**config.mk**
```make
export PLATFORM = sky130hd
export DESIGN_NAME = sysctl_regfile
export DESIGN_NICKNAME = d
export VERILOG_FILES = /design/src/rtl/sysctl_regfile.sv
export SDC_FILE = /design/constraint.sdc
export NUM_CORES = 1
export LEC_CHECK = 0
export BUFFER_PORTS_ARGS = -buffer_cell sky130_fd_sc_hd__buf_2
export CORE_ASPECT_RATIO = 1.2
export CORE_MARGIN = 10
export CORE_UTILIZATION = 45
export DETAILED_ROUTE_END_ITERATION = 10
export PLACE_DENSITY_LB_ADDON = 0.12
export SKIP_LAST_GASP = 1
export SYNTH_ARGS = -nofsm -noshare
export SYNTH_HDL_FRONTEND = slang
export SYNTH_SLANG_ARGS = --single-unit
```
**constraint.sdc**
```tcl
create_clock -name clk -period 3.4 [get_ports clk]
set_input_delay 0.17 -clock clk [delete_from_list [all_inputs] [get_ports clk]]
set_output_delay 0.17 -clock clk [all_outputs]
set_load 0.03 [all_outputs]
```
**src/rtl/sysctl_regfile.sv**
```systemverilog
module sysctl_regfile #(
  parameter logic [7:0] REV_LO = 8'h03,
  parameter logic [7:0] REV_HI = 8'h00
) (
  input  logic       clk,
  input  logic       rst_n,
  input  logic       host_we,
  input  logic [7:0] host_addr,
  input  logic [7:0] host_wdata,
  output logic [7:0] host_rdata,
  input  logic [7:0] unit_irq,
  output logic       irq_out
);

  localparam logic [7:0] OFF_REV   = 8'h08;
  localparam logic [7:0] OFF_STAT  = 8'h50;
  localparam logic [7:0] OFF_MASK  = 8'h52;
  localparam logic [7:0] OFF_ROUTE = 8'h54;
  localparam logic [7:0] OFF_CLKC  = 8'h98;
  localparam logic [7:0] OFF_PLL2  = 8'h9A;
  localparam logic [7:0] OFF_PLL1  = 8'h9C;
  localparam logic [7:0] OFF_FEN   = 8'hE0;
  localparam logic [7:0] OFF_MODE  = 8'hE4;
  localparam logic [7:0] OFF_CFG   = 8'hFC;
  localparam logic [7:0] OFF_DBG   = 8'hFF;

  logic [7:0]  stat_q, mask_q, route_q, fen_q, cfg_q, dbg_q, src_q;
  logic [15:0] clkc_q, pll2_q, mode_q;
  logic [31:0] pll1_q;
  logic [7:0]  stat_wr, src_chg, stat_nxt;

  assign stat_wr  = (host_we && host_addr == OFF_STAT) ? host_wdata : stat_q;
  assign src_chg  = unit_irq ^ src_q;
  assign stat_nxt = (stat_wr & ~src_chg) | (unit_irq & src_chg);
  assign irq_out  = |(stat_q & mask_q);

  always_ff @(posedge clk or negedge rst_n) begin
    if (!rst_n) begin
      stat_q  <= '0;
      src_q   <= '0;
      mask_q  <= '0;
      route_q <= '0;
      fen_q   <= '0;
      cfg_q   <= '0;
      dbg_q   <= '0;
      clkc_q  <= '0;
      pll2_q  <= '0;
      mode_q  <= '0;
      pll1_q  <= '0;
    end else begin
      src_q  <= unit_irq;
      stat_q <= stat_nxt;
      if (host_we) begin
        case (host_addr)
          OFF_MASK:         mask_q        <= host_wdata;
          OFF_ROUTE:        route_q       <= host_wdata;
          OFF_CLKC:         clkc_q[7:0]   <= host_wdata;
          OFF_CLKC + 8'd1:  clkc_q[15:8]  <= host_wdata;
          OFF_PLL2:         pll2_q[7:0]   <= host_wdata;
          OFF_PLL2 + 8'd1:  pll2_q[15:8]  <= host_wdata;
          OFF_PLL1:         pll1_q[7:0]   <= host_wdata;
          OFF_PLL1 + 8'd1:  pll1_q[15:8]  <= host_wdata;
          OFF_PLL1 + 8'd2:  pll1_q[23:16] <= host_wdata;
          OFF_PLL1 + 8'd3:  pll1_q[31:24] <= host_wdata;
          OFF_FEN:          fen_q         <= host_wdata;
          OFF_MODE:         mode_q[7:0]   <= host_wdata;
          OFF_MODE + 8'd1:  mode_q[15:8]  <= host_wdata;
          OFF_CFG:          cfg_q         <= host_wdata;
          OFF_DBG:          dbg_q         <= host_wdata;
          default: ;
        endcase
      end
    end
  end

  always_comb begin
    case (host_addr)
      OFF_REV:          host_rdata = REV_LO;
      OFF_REV + 8'd1:   host_rdata = REV_HI;
      OFF_STAT:         host_rdata = stat_q;
      OFF_MASK:         host_rdata = mask_q;
      OFF_ROUTE:        host_rdata = route_q;
      OFF_CLKC:         host_rdata = clkc_q[7:0];
      OFF_CLKC + 8'd1:  host_rdata = clkc_q[15:8];
      OFF_PLL2:         host_rdata = pll2_q[7:0];
      OFF_PLL2 + 8'd1:  host_rdata = pll2_q[15:8];
      OFF_PLL1:         host_rdata = pll1_q[7:0];
      OFF_PLL1 + 8'd1:  host_rdata = pll1_q[15:8];
      OFF_PLL1 + 8'd2:  host_rdata = pll1_q[23:16];
      OFF_PLL1 + 8'd3:  host_rdata = pll1_q[31:24];
      OFF_FEN:          host_rdata = fen_q;
      OFF_MODE:         host_rdata = mode_q[7:0];
      OFF_MODE + 8'd1:  host_rdata = mode_q[15:8];
      OFF_CFG:          host_rdata = cfg_q;
      OFF_DBG:          host_rdata = dbg_q;
      default:          host_rdata = 8'h00;
    endcase
  end

endmodule

```
### Yosys cells after proc, flatten, opt, wreduce, memory -nomap -nowiden

Cells that the tools add are included.

* word-level logic and storage cells: 59
* register bits after elaboration: 136
* bits of input ports: 27
* output and inout port bits: 9

* equal/unequal tests: 17
* muxes and demuxes: 2
* bitwise gates (word level): 6
* reductions and logical operators: 17

Operator list (number)
* case mux 8 bit (17 select lines): 1
* == test 8 bit, second input constant: 13
* AND reduction 2 bit: 15
* AND 8 bit: 3
* == test 8 x 7 -> 1 bit, second input constant: 3
* == test 8 x 4 -> 1 bit, second input constant: 1
* two-way mux 8 bit: 1
* NOT 8 bit: 1
* OR 8 bit: 1
* OR reduction 8 bit: 1
* bitwise XOR 8 bit: 1
* logical AND 1 bit: 1

### Logic depth before layout (Yosys ltp)

Gate-level depths: netlist (run 1).

* depth after elaboration: 5
* mapped depth: 8
* gate-level depth less buffers: 5

### Worst setup path after synthesis (run 1)

OpenSTA, ideal clock, no wires.

* path type: input to output
* start: in host_addr[7]
* end: out host_rdata[4]
* arrival time: 1.657 ns
* cell stages on the path: 8
* path slack: 1.573 ns
* data required time: 3.230 ns
* cell sequence: buf_4 and4bb_1 buf_4 and3_1 buf_2 a22o_1 a211oi_1 nand3_1

* word-level cells in the longest chain between the ends: 2
* elaborated cells on any way between the ends: 18
* classes of those cells: eq/ne: 17; mux: 1

Ends and longest elaborated chain
* start, declared: line 8 `input logic [7:0] host_addr,`
* == test 8 bit, or another cell as far along: line 77 `case (host_addr)`
* case mux 8 bit (17 select lines) (*): line 77
* end, declared: line 10 `output logic [7:0] host_rdata,`

Mark *: on every way between the ends. The rest lies on a longest branch, timed or not.

==> results of run 1 <==
[metrics by stage]
step / utilization / power [mW] / area (sq um) / setup WS [ns]
final: 0.5297 / 3.901 / 7571 / 0.9264
after global routing: 0.5297 / 4.050 / 7571 / 0.7972
after CTS: 0.5297 / 3.937 / 7571 / 0.9470
after detailed placement: 0.4817 / 2.062 / 6885 / 0.7309
after global placement: 0.4817 / 2.053 / 6885 / 0.8509
after floorplan: - / 1.934 / 6539 / 1.573
[metal layers]
metal,global-route usage,up-vias,wire [um]
met5,0,-,0
met4,0.06170,0,281
met3,0.04038,24,656
met2,0.2933,107,8650
met1,0.2180,2259,7016
li1,-,1966,-
[worst max-delay path, stage by stage, from the launching register on]
cell	delay, ns
dfrtp_1	0.39
nor2b_1	0.14
a32oi_1	0.19
nor3_1	0.07
a2111oi_0	0.71
nand2_1	0.17
buf_2	0.22
[kinds of logic (layout without fill, tap and decap cells)]
kind of cell             Yosys count  count (layout)
multiplexers                     153             153
flip-flops                       136             136
AND/OR/NAND/NOR                  104             104
AO/OA/AOI/OAI                     66              66
buffers and inverters             40              94
adder cells (fa/ha/maj)            8               8
[path summary, 6_finish.rpt]
| check | startpoint | to | slack [ns] |
|---|---|---|---|
| setup / recovery | register | host_rdata[3] | 0.93 |
| hold / removal | host_wdata[3] | mask_q[3] | 0.21 |
| setup reg to reg | register | register | 2.28 |
| hold reg to reg | clkc_q[14] | clkc_q[14] | 0.49 |
| max in group asynchronous | rst_n | mode_q[13] | 2.28 |
| min in group asynchronous | rst_n | clkc_q[14] | 0.38 |
[power groups by stage]
stage,Sequential (mW),Clock [mW],Combinational (mW)
finish,1.75,1.86,0.288
global route,1.76,1.97,0.320
CTS,1.75,1.89,0.293
detailed placement,1.78,0,0.284
global placement,1.77,0,0.278
floorplan,1.76,0,0.174
[area by class of cell]
class	count	area, sq um
inverter	10	37.54
timing repair buffer	54	359.1
clock buffer	22	474.2
sequential	136	3403
tap	175	219.0
clock inverter	8	121.4
fill	1253	6723
multi-input combinational	331	2957
[registers in the layout, summed over array words and instances (netlist names), named ones only]
register  flops
fen_q         8
route_q       8
clkc_q       16
mask_q        8
mode_q       16
pll1_q       32
dbg_q         8
cfg_q         8
pll2_q       16
src_q         8
[Yosys cell counts, types with 2 or more instances]
cell type	instances	area, sq um
mux2_1	94	1059
a221oi_1	9	78.83
and3_1	2	12.51
a31oi_1	2	12.51
nand2_1	20	75.07
mux2_2	41	461.7
nand3_4	4	70.07
clkbuf_1	12	45.04
nand3_1	13	65.06
dfrtp_1	136	3403
nand4b_1	2	17.52
nand2_2	2	12.51
o22ai_1	2	12.51
and4b_1	2	20.02
mux4_2	2	45.04
buf_4	3	22.52
buf_2	14	70.07
a21oi_1	11	55.05
a211oi_1	2	15.01
or2_1	2	12.51
and2_1	2	12.51
nor3_1	6	30.03
nor3_2	3	30.03
a32oi_1	3	26.28
nor4_1	4	25.02
nand2b_1	3	18.77
o21ai_0	8	40.04
maj3_2	8	90.09
a22o_1	2	17.52
inv_1	10	37.54
o211ai_1	2	15.01
nor2_1	16	60.06
a2111oi_0	3	26.28
nand4_1	4	25.02
mux2i_1	16	160.2
a22oi_1	17	127.6
nand3b_1	3	22.52
nor2b_1	7	43.79
[repair_timing]
| item | 4_1_cts | 5_1_grt |
|---|---|---|
| hold buffers | 9 | 0 |
| setup endpoints to repair | 0 | 0 |
| hold endpoints to repair | 96 | 0 |
[cells in the final DEF (no fill, tap or decap), types with 3 or more instances in the layout]
cell / instances
a2111oi_0: 3
a21oi_1: 11
a221oi_1: 9
a22oi_1: 17
a32oi_1: 3
buf_2: 34
buf_4: 9
bufinv_16: 3
clkbuf_16: 17
clkbuf_8: 3
clkinv_2: 3
dfrtp_1: 136
dlygate4sd3_1: 9
inv_1: 10
maj3_2: 8
mux2_1: 94
mux2_2: 41
mux2i_1: 16
nand2_1: 20
nand2b_1: 3
nand3_1: 13
nand3_4: 4
nand3b_1: 3
nand4_1: 4
nor2_1: 16
nor2b_1: 7
nor3_1: 6
nor3_2: 3
nor4_1: 4
o21ai_0: 8
==> results.ini, run 1 <==
[placed_design]
placed_cells=697
hpwl_um=11750
gp_congestion=0.8794
portBuffers=35

[synthesis]
yosys.area_share.simple=0.1028
syn-cell-area_sq_mm=0.006539
ys_seq_elements=136
synthXorXnorAreaFrac=0
synthAdderAreaFrac=0.01378
synth_nets=534
synth_top_family_by_area=multiplexers
synth_edf_count=0
synth_top_flop_cell=dfrtp_1
yosysSeqAreaShare=0.5205
netlist_instances=507
synth-async-reset-ratio=1.000
yosys_warnings=0
synth-compound-area-share=0.07176
synth_cell_types=53
synth_mux_area_frac=0.2639
synth.avg_cell_area_sq_um=12.90

[worst_setup_path]
critical_path_class=reg -> out
cp.required_ns=3.23
worst_setup_path_start_kind=register
r2r_cells=2
endpoint_kind=primary output
crit_fanout=3
cp.arrival_ns=2.30

[global_routing]
grt_pass1_wl_um=26880
grt_antenna_before_repair=0
track_usage=0.1765
grt_max_degree=90
grt.overflow.total=0
grt_pass1_vias=4718

[sta]
finalHoldViolCount=0
final-setup-viol-count=0
holdWs_ns=0.2052
min_period_ns=2.474
tns_ns=0
period_share=0.7275
max-slew-margin-rel=0.1407
slew_violations=0
fmax_mhz=404.3
rsz0062_at_grt=no
fin_skew_ns=0.001400
worstMarginPinSlew_ns=1.284

[finish]
stdcell_count=736
area_delta_synth_final_pct=15.79
layout.nets=577
n_antenna_cell=0
drive_gt1_frac=0.2478

[clock_tree]
cts_buffers=17
cts_htree_levels=4
clk_path_buf_depth=2
path_clk_slew_ns=0.06
numClockSinks=136
cts_tree=done
insertion_delay_ns=0.41
postCtsSetupRepairBufs=0
cts_root_buf=clkbuf_16
cts_resized=0

[power]
power.density_mw_per_mm2=515.3
p_int_mw=3.020
total_leakage_power_nw=3.666
seq_power_share=0.449
switching_share=0.2259
peakVddDrop_v=0.0003437
combPwrFrac=0.074
p_clk_frac=0.478
netSwitchingPower_uw=881.4

[route]
routedWlPerCell_um=22.56
initialDrtViolationCount=343
firstDrtPassIters=5
vias=4356
drc_errors=0
via_per_inst=5.918
wirelength_um=16600
antenna_left=0

[hold_path]
whs_path_depth=2
hp-class=in -> reg

[floorplanning]
initial_utilization=0.4575
ios=36
die_w_um=130.0
coreArea_sq_mm=0.01429
rows=48
die_height_um=152.1
dieArea_sq_mm=0.01977

[status]
status=finished clean

[run]
drv_cap=0

Power figures use the tool's default switching activity.
==> inputs of run 2 (changes only) <==
==> constraint.sdc (replaced) <==
create_clock -name clk -period 2.4 [get_ports clk]
set_input_delay 0.12 -clock clk [delete_from_list [all_inputs] [get_ports clk]]
set_output_delay 0.12 -clock clk [all_outputs]
set_load 0.03 [all_outputs]
==> results.ini, run 2 (synthesized netlist as in run 1, its figures left out) <==
[status]
status=finished clean  ; unchanged

[placed_design]
hpwl_um=12180  ; was 11750 um
placed_cells=711  ; was 697
gp_congestion=0.8883  ; was 0.8794
portBuffers=35  ; unchanged

[global_routing]
grt-busiest-layer=met2  ; unchanged
grt_antenna_before_repair=0  ; unchanged
grt_pass1_vias=4797  ; was 4718
grt_util_met1=0.2236  ; was 0.2180
grt_pass1_wl_um=27280  ; was 26880 um
grt_util_met2=0.2976  ; was 0.2933
grt_max_degree=70  ; was 90
met3_usage=0.03341  ; was 0.04038
grt.overflow.total=0  ; unchanged
track_usage=0.1816  ; was 0.1765

[finish]
largest_register=pll1_q  ; unchanged
area_delta_synth_final_pct=17.34  ; was 15.79%
stdcell_count=751  ; was 736
drive_gt1_frac=0.2691  ; was 0.2478
fill_cells=1276  ; was 1253
n_antenna_cell=0  ; unchanged
largest_register_ffs=32  ; unchanged
final_cell_mix=dfrtp_1, mux2_1, mux2_2  ; unchanged
final_common_cell=dfrtp_1  ; unchanged
layout.nets=591  ; was 577

[power]
power.density_mw_per_mm2=724.8  ; was 515.3 mW/mm^2
total_leakage_power_nw=3.732  ; was 3.666 nW
peakVddDrop_v=0.0004348  ; was 0.0003437 V

[route]
wirelength_um=17160  ; was 16600 um
antenna_left=0  ; unchanged
initialDrtViolationCount=425  ; was 343
routedWlPerCell_um=22.85  ; was 22.56 um
firstDrtPassIters=4  ; was 5
vias=4400  ; was 4356
via_per_inst=5.859  ; was 5.918
drc_errors=0  ; unchanged

[floorplanning]
die_w_um=130.0  ; unchanged
initial_utilization=0.4575  ; unchanged
coreArea_sq_mm=0.01429  ; unchanged
ios=36  ; unchanged
dieArea_sq_mm=0.01977  ; unchanged
die_height_um=152.1  ; unchanged
rows=48  ; unchanged

[worst_setup_path]
r2r_cells=2  ; unchanged
cp.required_ns=2.28  ; was 3.23 ns
endpoint_kind=primary output  ; unchanged
worst_setup_path_start_kind=register  ; unchanged
crit_chain=mux2_1 -> a221oi_1 -> a21oi_1 -> a221oi_1 -> nand3_1 -> buf_2  ; was nor2b_1 -> a32oi_1 -> nor3_1 -> a2111oi_0 -> nand2_1 -> buf_2
crit_fanout=2  ; was 3
crit_top_cell=a221oi_1
cp_slowest_cell=dfrtp_1  ; was a2111oi_0
critical_path_class=reg -> out  ; unchanged
worst-path-stages=6  ; unchanged
crit_family=compound AO/OA/AOI/OAI gates  ; unchanged
critPathMaxStageDelay_ns=0.37  ; was 0.71 ns
cp.arrival_ns=2.09  ; was 2.30 ns
crit_buf_inv=1  ; unchanged

[hold_path]
hp-class=in -> reg  ; unchanged
whs_path_depth=2  ; unchanged

[sta]
slew_violations=0  ; unchanged
worstMarginPinSlew_ns=0.6607  ; was 1.284 ns
fmax_mhz=451.9
rsz0062_at_grt=no  ; unchanged
fin_skew_ns=0.002372  ; was 0.001400 ns
period_share=0.9220
finalHoldViolCount=0  ; unchanged
tns_ns=0  ; unchanged
max-slew-margin-rel=0.5596  ; was 0.1407
min_period_ns=2.213
final-setup-viol-count=0  ; unchanged

[clock_tree]
numClockSinks=136  ; unchanged
cts_htree_levels=4  ; unchanged
cts_root_buf=clkbuf_16  ; unchanged
path_clk_slew_ns=0.06  ; about the same
cts_buffers=17  ; unchanged
insertion_delay_ns=0.43  ; was 0.41 ns
clk_path_buf_depth=2  ; unchanged
postCtsSetupRepairBufs=0  ; unchanged
cts_tree=done  ; unchanged

[run]
drv_cap=0  ; unchanged

## run 2: cell types whose count changed in the layout (fill, tap and decap cells not counted), sizes merged
cell,delta
buf,+14
clkbuf,-2
inv,+2
clkinvlp,+1
## run 2: area by class of cell
| type | count | area (sq um) | share of cell area |
|---|---|---|---|
| Clock buffer | 20 | 456.7 | 0.05952 |
| Clock inverter | 11 | 146.4 | 0.01908 |
| Inverter | 10 | 37.54 | 0.004892 |
| Multi-Input combinational cell | 331 | 2958 | 0.3855 |
| Sequential cell | 136 | 3403 | 0.4436 |
| Tap cell | 175 | 219.0 | 0.02854 |
| Timing Repair Buffer | 68 | 451.7 | 0.05887 |
## run 2: where the power goes
| group | total, mW | internal [mW] | switching [mW] |
|---|---|---|---|
| clock network | 2.66 | 1.68 | 0.981 |
| registers | 2.48 | 2.41 | 0.0651 |
| logic | 0.420 | 0.173 | 0.248 |
## run 2: final timing paths
kind | from | slack (ns) | end
setup / recovery | pll2_q[14] | 0.19 | host_rdata[6]
hold / removal | host_wdata[3] | 0.17 | mask_q[3]
setup reg to reg | register | 1.27 | register
hold reg to reg | clkc_q[14] | 0.49 | clkc_q[14]
max in group asynchronous | rst_n | 1.33 | pll1_q[29]
min in group asynchronous | rst_n | 0.26 | pll2_q[0]
## run 2: timing repair
item,in CTS,in global routing
setup endpoints to repair,0,1
resized for setup,0,1
hold buffers,9,0
hold endpoints to repair,81,0
## run 2: routing by layer
metal	up-vias	wire length (um)
li1	2004	-
met1	2258	7306
met2	107	8684
met3	31	634
met4	0	538
met5	-	0
## run 2: worst register-to-register path, cell delays in order, from the launching register on
cell and delay, ns:
dfrtp_1 0.40, mux2_1 0.31, maj3_2 0.31
## run 2: per-stage QoR
stage | cell area [sq um] | hold WS, ns | power, mW | worst slack, ns | utilization
finish | 7672 | 0.1662 | 5.561 | 0.1873 | 0.5368
CTS | 7671 | 0.1531 | 5.604 | 0.1369 | 0.5367
global placement | 6978 | 0.1678 | 2.916 | 0.1154 | 0.4882
global route | 7672 | 0.1838 | 5.752 | 0.03934 | 0.5368
detailed placement | 6978 | 0.1780 | 2.931 | 0.1528 | 0.4882
floorplan | 6539 | -0.1756 | 2.739 | 0.6731 | -
